[src/rtl/flash_wp_pkg.sv]
package flash_wp_pkg;

  // Stored status fields relevant to write protection.
  typedef struct packed {
    logic       srwd;   // status-register write disable (bit 7)
    logic       bp3;    // optional fourth protect bit (bit 6)
    logic       tb;     // anchor: 0 = top, 1 = bottom (bit 5)
    logic [2:0] bp_lo;  // protect bits 2..4
  } wp_cfg_t;

  localparam int unsigned SR_BP_LSB = 2;
  localparam int unsigned SR_TB_BIT = 5;
  localparam int unsigned SR_BP3_BIT = 6;
  localparam int unsigned SR_SRWD_BIT = 7;

endpackage

[src/rtl/fl_wp_status.sv]
module fl_wp_status
  import flash_wp_pkg::*;
#(
  parameter bit HAS_TB  = 1'b1,
  parameter bit HAS_BP3 = 1'b1
) (
  input  logic       clk_i,
  input  logic       rst_ni,
  input  logic       wr_en_i,
  input  logic [7:0] wdata_i,
  input  logic       wel_i,
  output wp_cfg_t    cfg_o,
  output logic [7:0] rdata_o
);

  wp_cfg_t cfg_d, cfg_q;
  logic    tb_nxt, bp3_nxt;
  logic    unused_wdata;

  assign unused_wdata = ^wdata_i[1:0];

  // Optional bits: either taken from the data byte or held at 0.
  generate
    if (HAS_TB) begin : g_tb
      assign tb_nxt = wdata_i[SR_TB_BIT];
    end else begin : g_no_tb
      logic unused_tb;
      assign unused_tb = wdata_i[SR_TB_BIT];
      assign tb_nxt    = 1'b0;
    end
    if (HAS_BP3) begin : g_bp3
      assign bp3_nxt = wdata_i[SR_BP3_BIT];
    end else begin : g_no_bp3
      logic unused_bp3;
      assign unused_bp3 = wdata_i[SR_BP3_BIT];
      assign bp3_nxt    = 1'b0;
    end
  endgenerate

  // Next-state logic with explicit load enable.
  always_comb begin
    cfg_d = cfg_q;
    if (wr_en_i) begin
      cfg_d.srwd  = wdata_i[SR_SRWD_BIT];
      cfg_d.bp3   = bp3_nxt;
      cfg_d.tb    = tb_nxt;
      cfg_d.bp_lo = wdata_i[SR_BP_LSB +: 3];
    end
  end

  always_ff @(posedge clk_i or negedge rst_ni) begin
    if (!rst_ni) begin
      cfg_q <= '0;
    end else begin
      cfg_q <= cfg_d;
    end
  end

  assign cfg_o   = cfg_q;
  assign rdata_o = {cfg_q.srwd, cfg_q.bp3, cfg_q.tb, cfg_q.bp_lo, wel_i, 1'b0};

endmodule

[src/rtl/fl_wp_range.sv]
module fl_wp_range #(
  parameter int unsigned SECTOR_COUNT_LOG2 = 9
) (
  input  logic [3:0]                 bp_i,
  input  logic                       tb_i,
  output logic [SECTOR_COUNT_LOG2:0] base_o,   // first protected sector
  output logic [SECTOR_COUNT_LOG2:0] limit_o   // one past last protected sector
);

  localparam int unsigned CW = SECTOR_COUNT_LOG2 + 1;
  localparam logic [CW-1:0] NSEC = CW'(1) << SECTOR_COUNT_LOG2;

  logic [CW-1:0] cnt;

  // Protected-sector count: 0 for field 0, else 2^(N-1) saturated at NSEC.
  always_comb begin
    cnt = '0;
    for (int i = 1; i < 16; i++) begin
      if (bp_i == 4'(i)) begin
        if (i - 1 >= int'(SECTOR_COUNT_LOG2)) begin
          cnt = NSEC;
        end else begin
          cnt = CW'(1) << (i - 1);
        end
      end
    end
  end

  // Half-open range [base, limit); an empty range when cnt is 0.
  always_comb begin
    if (tb_i) begin
      base_o  = '0;
      limit_o = cnt;
    end else begin
      base_o  = NSEC - cnt;
      limit_o = NSEC;
    end
  end

endmodule

[src/rtl/fl_wp_gate.sv]
module fl_wp_gate #(
  parameter int unsigned SECTOR_LOG2       = 16,
  parameter int unsigned SECTOR_COUNT_LOG2 = 9,
  localparam int unsigned ADDR_W = SECTOR_LOG2 + SECTOR_COUNT_LOG2
) (
  input  logic                       clk_i,
  input  logic                       rst_ni,
  input  logic                       req_i,
  input  logic [ADDR_W-1:0]          addr_i,
  input  logic [SECTOR_COUNT_LOG2:0] base_i,
  input  logic [SECTOR_COUNT_LOG2:0] limit_i,
  output logic                       mem_we_o,
  output logic [ADDR_W-1:0]          mem_addr_o,
  output logic                       viol_o
);

  logic [SECTOR_COUNT_LOG2:0] sector;
  logic                       in_range;
  logic                       we_d, we_q, viol_d, viol_q;
  logic [ADDR_W-1:0]          addr_d, addr_q;

  // Sector index is the address shifted right by the sector size exponent.
  assign sector   = {1'b0, addr_i[ADDR_W-1:SECTOR_LOG2]};
  assign in_range = (sector >= base_i) && (sector < limit_i);

  always_comb begin
    we_d   = req_i & ~in_range;
    viol_d = req_i &  in_range;
    addr_d = addr_q;
    if (req_i) begin
      addr_d = addr_i;
    end
  end

  always_ff @(posedge clk_i or negedge rst_ni) begin
    if (!rst_ni) begin
      we_q   <= 1'b0;
      viol_q <= 1'b0;
      addr_q <= '0;
    end else begin
      we_q   <= we_d;
      viol_q <= viol_d;
      addr_q <= addr_d;
    end
  end

  assign mem_we_o   = we_q;
  assign viol_o     = viol_q;
  assign mem_addr_o = addr_q;

endmodule

[src/rtl/flash_bp_guard.sv]
module flash_bp_guard
  import flash_wp_pkg::*;
#(
  parameter int unsigned SECTOR_LOG2       = 16,
  parameter int unsigned SECTOR_COUNT_LOG2 = 9,
  parameter bit          HAS_TB            = 1'b1,
  parameter bit          HAS_BP3           = 1'b1,
  localparam int unsigned ADDR_W = SECTOR_LOG2 + SECTOR_COUNT_LOG2
) (
  input  logic              clk_i,
  input  logic              rst_ni,
  input  logic              sr_wr_i,
  input  logic [7:0]        sr_wdata_i,
  input  logic              wel_i,
  output logic [7:0]        sr_rdata_o,
  input  logic              wr_req_i,
  input  logic [ADDR_W-1:0] wr_addr_i,
  output logic              mem_we_o,
  output logic [ADDR_W-1:0] mem_addr_o,
  output logic              wp_viol_o
);

  wp_cfg_t                    cfg;
  logic [SECTOR_COUNT_LOG2:0] base, limit;
  logic                       unused_srwd;

  // The write-disable flag is only reported here; gating status writes
  // on it belongs to the command layer.
  assign unused_srwd = cfg.srwd;

  fl_wp_status #(
    .HAS_TB (HAS_TB),
    .HAS_BP3(HAS_BP3)
  ) u_status (
    .clk_i  (clk_i),
    .rst_ni (rst_ni),
    .wr_en_i(sr_wr_i),
    .wdata_i(sr_wdata_i),
    .wel_i  (wel_i),
    .cfg_o  (cfg),
    .rdata_o(sr_rdata_o)
  );

  fl_wp_range #(
    .SECTOR_COUNT_LOG2(SECTOR_COUNT_LOG2)
  ) u_range (
    .bp_i   ({cfg.bp3, cfg.bp_lo}),
    .tb_i   (cfg.tb),
    .base_o (base),
    .limit_o(limit)
  );

  fl_wp_gate #(
    .SECTOR_LOG2      (SECTOR_LOG2),
    .SECTOR_COUNT_LOG2(SECTOR_COUNT_LOG2)
  ) u_gate (
    .clk_i     (clk_i),
    .rst_ni    (rst_ni),
    .req_i     (wr_req_i),
    .addr_i    (wr_addr_i),
    .base_i    (base),
    .limit_i   (limit),
    .mem_we_o  (mem_we_o),
    .mem_addr_o(mem_addr_o),
    .viol_o    (wp_viol_o)
  );

endmodule

[config.mk]
export PLATFORM = sky130hd
export DESIGN_NAME = flash_bp_guard
export DESIGN_NICKNAME = d
export VERILOG_FILES = /design/src/rtl/flash_wp_pkg.sv /design/src/rtl/fl_wp_status.sv /design/src/rtl/fl_wp_range.sv /design/src/rtl/fl_wp_gate.sv /design/src/rtl/flash_bp_guard.sv
export SDC_FILE = /design/constraint.sdc
export NUM_CORES = 1
export LEC_CHECK = 0
export BUFFER_PORTS_ARGS = -buffer_cell sky130_fd_sc_hd__buf_2
export CORE_MARGIN = 2
export CORE_UTILIZATION = 49
export DETAILED_ROUTE_END_ITERATION = 8
export GPL_ROUTABILITY_DRIVEN = 0
export PLACE_DENSITY_LB_ADDON = 0.15
export SLEW_MARGIN = 20
export SYNTH_ARGS = -nofsm -noshare
export SYNTH_HDL_FRONTEND = slang
export SYNTH_SLANG_ARGS = --single-unit
[constraint.sdc]
create_clock -name clk_i -period 3.15 [get_ports clk_i]
set_input_delay 0.4725 -clock clk_i [delete_from_list [all_inputs] [get_ports clk_i]]
set_output_delay 0.4725 -clock clk_i [all_outputs]
set_load 0.01 [all_outputs]
==> impl_summary.md, run 1 <==
Run status
The run finished with clean final reports.

Placement
The cell area after placement is around 0.0023 mm². The number of buffers inserted by port buffering is 67. Timing analysis after detailed placement gives a worst setup slack of 0.4031 ns. The estimated wirelength of the detail-placed design is 3.029 mm.

Pwr
Dividing total power by cell area gives a power density of 485.5 mW/mm². For this design the static power due to leakage is about 1.1 nW. The maximum vdd ir drop is between 300 and 400 µV.

Floorplanning
The initial utilization of the core area, before any placement, comes to 0.5199. The number of placed I/O pins is 73. The die is 66.79 µm tall.

The die covers 0.004461 mm². The die boundary width is 66.79 µm. The core region is 0.003716 mm². In this run the core area contains 22 standard-cell rows.

Worst setup path
STA puts the critical path data arrival time at 2.92 ns. The endpoint of the worst setup timing path is u_gate.mem_we_o$_DFF_PN0_. The maximum fanout count along the critical path is 7. The type of element capturing the critical path is a flop. The most critical setup path has its startpoint at u_status.cfg_o[1]$_DFFE_PN0P_. The required time at the endpoint of the critical path is 3.35 ns. The worst register-to-register path begins at u_status.cfg_o[1]$_DFFE_PN0P_.

The endpoint of the worst register-to-register path is u_gate.mem_we_o$_DFF_PN0_. The worst setup path is launched from a flop. The slack of the worst reg-to-reg path is 0.43 ns.

The setup path with the least slack is of type flop to flop. For the worst flop-to-flop path, the logic depth is 11.

Synth
When the netlist entered floorplanning its net count stood at 234. After synthesis the cells add up to 0.001932 mm². The number of enable-type register cells in the synthesized netlist is 0. Summed over all instances, the cell type with the most area after synthesis is dfrtp_1. By area the synthesized netlist is led by dfrtp_1 (43%), mux2_2 (17%), ha_1 (12%). The synthesized design contains 33 register bits. The sequential fraction of the synthesis area is 0.4275.

The post-synthesis average cell area is around 11 µm². The most used standard cell by instance count after synthesis is dfrtp_1. The cell count after synthesis came out at roughly 180. Ranked by instance count, the synthesized netlist is headed by dfrtp_1 (33), mux2_2 (29), ha_1 (18), nand2_1 (12), a21oi_1 (9). The fraction of synthesis flops using an asynchronous set or reset pin is 1.000. During synthesis, Yosys emitted a total of 0 warnings. The prevailing post-synth register cell is dfrtp_1.

The distinct cell type count of the synthesized netlist is 35. Of the post-synthesis cell area, the dominant cell type holds 0.4275.

Route
Summed over all layers, the routed wires come to about 4 mm. The post-route DRC violation count is 0. The number of violations reported at the end of detailed-routing iteration 0 is 85. The number of optimization iterations in the first detailed-route pass is 4. Dividing the detail-routed wire length by the instance count gives 13.49 µm. For this block, the via count after detailed routing is about 1600. The via-per-instance ratio is ~5.4. The count of nets left with antenna violations once routing finished came out at 0.

Clock tree
The number of sinks on the clock net is 33. The total of cells resized after clock tree synthesis is 0. The clock transition at the registers of the reported paths is 0.07 ns. The clock insertion delay at the later pin of the skew report is a little under 0.3 ns. The number of clock buffers added by TritonCTS is 5. The number of buffers added to fix hold violations after cts is 0.

The number of setup buffers added after CTS is 0. The tree is rooted in a clkbuf_8. The clock tree from TritonCTS is built. In this run the deepest clock path goes through 2 buffers.

The H-tree generated during clock tree synthesis spans 2 levels.

GRT
The global-route total usage across every layer is 0.1935. The wire length of the first global-routing pass is 6.382 mm. The number of global-route vias before repair is 1461. The pin count of the biggest net entering global routing is 34. The total overflow left after global routing is 0. The number of antenna violations at the first check in global routing is 0.

Timing
The count of pins over their slew limit is 0. The setup slack after layout is 0.4310 ns. The final-report hold violation count is 0. Setup repair after global routing left no endpoint under its margin. Subtracting the final worst setup slack from the clock period gives 2.719 ns. The headroom to the max-slew limit is 0.5283. The highest attainable clock frequency is 367.8 MHz. The sum of negative setup slack is 0 ns.

Dividing the final minimum period by the clock period gives 0.8632. The largest clock skew in the final design is 0.004408 ns. The final number of setup-violating endpoints is 0. The transition time of the tightest slew-check pin is 0.7076 ns.

Final layout
Of the cells placed in the final design, the portion with a size suffix greater than 1 is 0.4486. The count of antenna diodes in the layout is 0. The area growth from synthesis to layout is 23.83%. Counting the fill cells in the layout gives 323. The final layout contains around 300 nets. Once layout is done, the placed cells without fillers occupy ~0.0024 mm².

Worst hold path
The classification of the worst-slack hold path is input port to asynchronous set/reset pin.

Job
The number of max-cap violations is 0.
## area by class of cell
class	instances	area [µm²]	area share
inverter	5	18.77	0.007845
tap	48	60.06	0.02510
clock inverter	2	35.03	0.01464
clock buffer	5	68.82	0.02877
multi-input combinational	128	1026	0.4289
timing repair buffer	70	357.8	0.1496
sequential	33	825.8	0.3452
## report_power, final
part / leakage, nW / switching (mW) / internal, mW
clock: 0.0540 / 0.145 / 0.230
combinational: 0.706 / 0.151 / 0.139
sequential: 0.389 / 0.0283 / 0.468
## layer usage
layer,vias to the layer above,share of wire,routed length (µm),GRT usage
met5,-,0,0,0
met1,740,0.45,1772,0.2394
met4,0,0.016,62,0.08418
li1,777,-,-,-
met3,7,0.076,299,0.05912
met2,48,0.46,1790,0.3113
## through the flow
stage / std cells / hold WS [ns] / util / power (mW)
6_report: 291 / 0.2333 / 0.6438 / 1.161
4_1_cts: 291 / 0.2602 / 0.6438 / 1.179
3_3_place_gp: 284 / 0.4845 / 0.6158 / 0.7905
3_5_place_dp: 284 / 0.4901 / 0.6158 / 0.7987
2_1_floorplan: 178 / 0.1769 / - / 0.6880
5_1_grt: 291 / 0.2867 / 0.6438 / 1.235
## state kept, by name, indices dropped and copies added, names as in the netlist
signal	flops
u_gate.mem_we_o	1
u_gate.viol_o	1
u_gate.mem_addr_o	25
u_status.cfg_o	6
## worst max-delay path, stage by stage, from the launching register on
cell	delay, ns
dfrtp_1	0.44
nor2b_1	0.36
nand2_1	0.13
ha_1	0.22
inv_1	0.15
a21oi_1	0.06
a311o_1	0.33
ha_1	0.30
and3_1	0.15
a211oi_1	0.25
a211oi_2	0.09
o221ai_1	0.18
## logic make-up after synthesis
group,count (synthesis),share of synthesized area
muxes,29,0.1690
adders and majority gates,18,0.1166
AOI/OAI and AO/OA,35,0.1224
other,1,0.001941
buffers and inverters,17,0.04145
and+or+nand+nor,43,0.1120
xor gates and xnor gates,2,0.009069
DFF,33,0.4275
## worst min-delay path by stage
stage,start,to,slack [ns]
3_5_place_dp,u_gate.mem_addr_o[11]$_DFFE_PN0P_,u_gate.mem_addr_o[11]$_DFFE_PN0P_,0.49
5_1_grt,rst_ni,u_gate.mem_addr_o[22]$_DFFE_PN0P_,0.29
4_1_cts,rst_ni,u_gate.mem_addr_o[22]$_DFFE_PN0P_,0.26
2_1_floorplan,rst_ni,u_gate.mem_addr_o[0]$_DFFE_PN0P_,0.18
3_3_place_gp,u_gate.mem_addr_o[20]$_DFFE_PN0P_,u_gate.mem_addr_o[20]$_DFFE_PN0P_,0.48
6_report,rst_ni,u_gate.mem_addr_o[10]$_DFFE_PN0P_,0.23
## layout by cell type (no fill, tap or decap), types with 3 or more instances in the layout
master / n
mux2_2: 29
nand2b_1: 4
a21o_1: 4
nand3_1: 6
dfrtp_1: 33
clkbuf_8: 5
buf_4: 3
and3_1: 4
nor2_1: 7
ha_1: 18
inv_1: 5
a21oi_1: 9
and2_1: 3
o21ai_0: 8
nand2_1: 12
buf_2: 67
(Power assumes the default switching activity.)
==> run 2, diff against run 1 <==
Settings changed: PLACE_DENSITY set to 0.8, PLACE_DENSITY_LB_ADDON 0.15 to not set.
==> run 2 against run 1 <==
Compared with the run above:
- sequential power hardly changed
- design area is 0.73% lower
- maximum frequency is 4.3% lower
- sequential cell count stayed put
- final cell count is 0.34% higher
- count of clock-buffer cells in the layout stayed put
- hold slack better by 0.013 ns
- clock skew is 0.0032 ns lower
==> impl_summary.md, run 2 (synthesis gave the netlist of run 1 again) <==
Run status
The flow ran to the end, and the final reports show no timing, DRC or antenna violations.

Placement
The wire-length estimate of the detail-placed layout is 3.088 mm. The count of buffers added on input and output ports is 67. The worst slack at placement is 0.3681 ns.

Pwr
The net switching power figure is 0.3426 mW. Cell internal power was estimated by the tool at around 0.76 mW. Of the total power, registers draw 0.452.

Of the total power, the share spent switching nets is 0.3107. The cell leakage power is 1.139 nW. IR analysis of the VDD net gives a maximum drop of 288.8 µV. The total chip power is 1.103 mW. Dividing total power by cell area gives a power density of approximately 460 mW/mm². The fraction of power consumed by combinational cells is 0.266.

The clock share of power is 0.282.

Route
In the routed layout, each cell is associated on average with a via count of ~5.4. The highest layer touched by signal routing is met4. For this block, the routed nets add up to 4.120 mm of wire. The number of optimization iterations in the first detailed-route pass is 4. Dividing the detail-routed wire length by the instance count gives 14.11 µm.

In the detailed route, the total length drawn on met3 is around 190 µm. The wire length on met1 is 1.844 mm. The number of violations reported at the end of detailed-routing iteration 0 is between 80 and 90.

The post-route DRC violation count is 0. Once detail routing completed, the nets flagged for antenna violations numbered 0. The via count is 1565. The total length of routed met2 wires is 2.026 mm.

Worst setup path
In this run the worst setup path begins at u_status.cfg_o[1]$_DFFE_PN0P_. The worst register-to-register path begins at u_status.cfg_o[1]$_DFFE_PN0P_. The kind of critical path is flop to flop. The worst setup path is launched from a flop. In this run the worst path has a maximum fanout of 9.

The critical path goes through nor2b_1 -> nand2_1 -> ha_1 -> inv_1 -> a21oi_1 -> a311o_1 -> ha_1 -> and3_1 -> a211oi_1 -> a211oi_2 -> o221ai_1. Data arrives at the worst endpoint at 3.04 ns. The highest-delay cell along the critical path is dfrtp_1.

STA puts the critical path data required time at 3.35 ns. The highest cell delay on the worst timing path is 0.47 ns. The type of element capturing the critical path is a flop. In this design, the critical path's most frequently occurring cell is ha_1.

GRT
The number of global-route vias before repair was between 1500 and 2000. The first global-routing pass estimated 6.879 mm of wire. The global-route total usage across every layer is 0.2080. The number of antenna violations at the first check in global routing is 0. Entering global routing, the biggest net connects 34 pins. For this run the aggregate overflow at the end of global routing stands at 0.

Worst hold path
The classification of the worst-slack hold path is input port to asynchronous set/reset pin.

Final layout
0 antenna diodes ended up in the layout. After the last flow step, the layout net total stands at 299. Relative to the synthesized area, the layout overhead comes to 22.93%.

The layout filler cell count is between 300 and 400. The register with the most flip-flops in the layout has 25 of them. The most common cell after layout, fill and taps aside is buf_2. In the layout the commonest cells are buf_2 (67), dfrtp_1 (33), mux2_2 (29). In the final layout, the share of cells above drive strength 1 is 0.4508.

Job
The number of max-cap violations is 0.

Floorplanning
Measured along the x axis, the die boundary spans 66.79 µm. The standard cell core area is 0.003716 mm². The vertical die dimension is 66.79 µm. The number of placement rows is 22.

73 I/O pins were placed. For this configuration, the core starts out at a cell density of 0.5199. The full die area is 0.004461 mm².

Clock tree
After clock tree synthesis, the flow added hold-fix buffers numbering 0. The clock tree from TritonCTS is built. The clock transition at the registers of the reported paths is 0.07 ns. The tree is rooted in a clkbuf_8. For this design, the sink count on the clock tree is 33. The count of H-tree levels built during CTS is 2. The clock insertion delay at the later pin of the skew report is 0.28 ns. Post-CTS repair changed the size of 0 cells. The number of buffers inserted during clock tree synthesis is 5. The buffer levels on the longest clock path is 2. The number of buffers inserted to repair setup after CTS is 0.

Timing
Setup repair after global routing left no endpoint under its margin. The clock arrives with around 0.0012 ns of skew. Counting I/O delays and the setup requirement, the final critical path takes between 2 and 3 ns. The final number of setup-violating endpoints is 0.

Dividing the final minimum period by the clock period gives 0.9020. The highest attainable clock frequency is around 350 MHz. The final-report hold violation count is 0. Setup total negative slack on the finished layout was measured at 0 ns. The count of pins over their slew limit came to 0. Hold timing on the final database bottoms out at a slack of 0.2459 ns. The setup slack after layout is 0.3087 ns.

The headroom to the max-slew limit is 0.5093. The transition time of the tightest slew-check pin is about 0.74 ns.
-- run 2: cell types whose count changed in the layout (fill, tap and decap cells not counted) --
cell / previous run / this run
bufinv_16: 1 / 0
clkinv_2: 1 / 2
clkinvlp_4: 0 / 1
-- run 2: power by group through the flow --
stage	Sequential, mW	Clock [mW]	Combinational (mW)
4_1_cts	0.498	0.319	0.296
2_1_floorplan	0.522	0	0.166
3_3_place_gp	0.504	0	0.284
5_1_grt	0.505	0.334	0.329
3_5_place_dp	0.505	0	0.293
6_report	0.498	0.311	0.294
-- run 2: routing by layer --
metal,track usage,up-vias
li1,-,774
met1,0.2723,739
met2,0.3400,47
met3,0.04730,5
met4,0.06888,0
met5,0,-
-- run 2: worst paths after layout --
check                                                    end  slack (ns)  depth (start not counted)
min in group clk_i             u_status.cfg_o[2]$_DFFE_PN0P_        0.39                          3
hold / removal             u_gate.mem_addr_o[17]$_DFFE_PN0P_        0.25                          1
max in group asynchronous   u_gate.mem_addr_o[5]$_DFFE_PN0P_        2.43                          1
setup / recovery                   u_gate.mem_we_o$_DFF_PN0_        0.31                         11
hold reg to reg            u_gate.mem_addr_o[20]$_DFFE_PN0P_        0.50                          1
setup reg to reg                   u_gate.mem_we_o$_DFF_PN0_        0.31                         11
-- run 2: layout make-up --
class / count / area, µm² / area share
clock inverter: 3 / 17.52 / 0.007376
inverter: 5 / 18.77 / 0.007903
sequential: 33 / 825.8 / 0.3477
clock buffer: 5 / 68.82 / 0.02898
timing repair buffer: 70 / 357.8 / 0.1507
multi-input combinational: 128 / 1026 / 0.4320
tap: 48 / 60.06 / 0.02529
-- run 2: worst max-delay path: cells and delay by family, from the launching register on --
family | cells | cell delay, ns
fa+ha+maj | 2 | 0.52
compound gates | 5 | 0.98
buf+inv | 1 | 0.13
flops | 1 | 0.47
simple gates | 3 | 0.65
-- run 2: through the flow --
stage | utilization | area, µm² | std cells
6_report | 0.6391 | 2375 | 292
5_1_grt | 0.6391 | 2375 | 292
4_1_cts | 0.6391 | 2375 | 292
3_5_place_dp | 0.6158 | 2288 | 284
3_3_place_gp | 0.6158 | 2288 | 284
2_1_floorplan | - | 1932 | 178
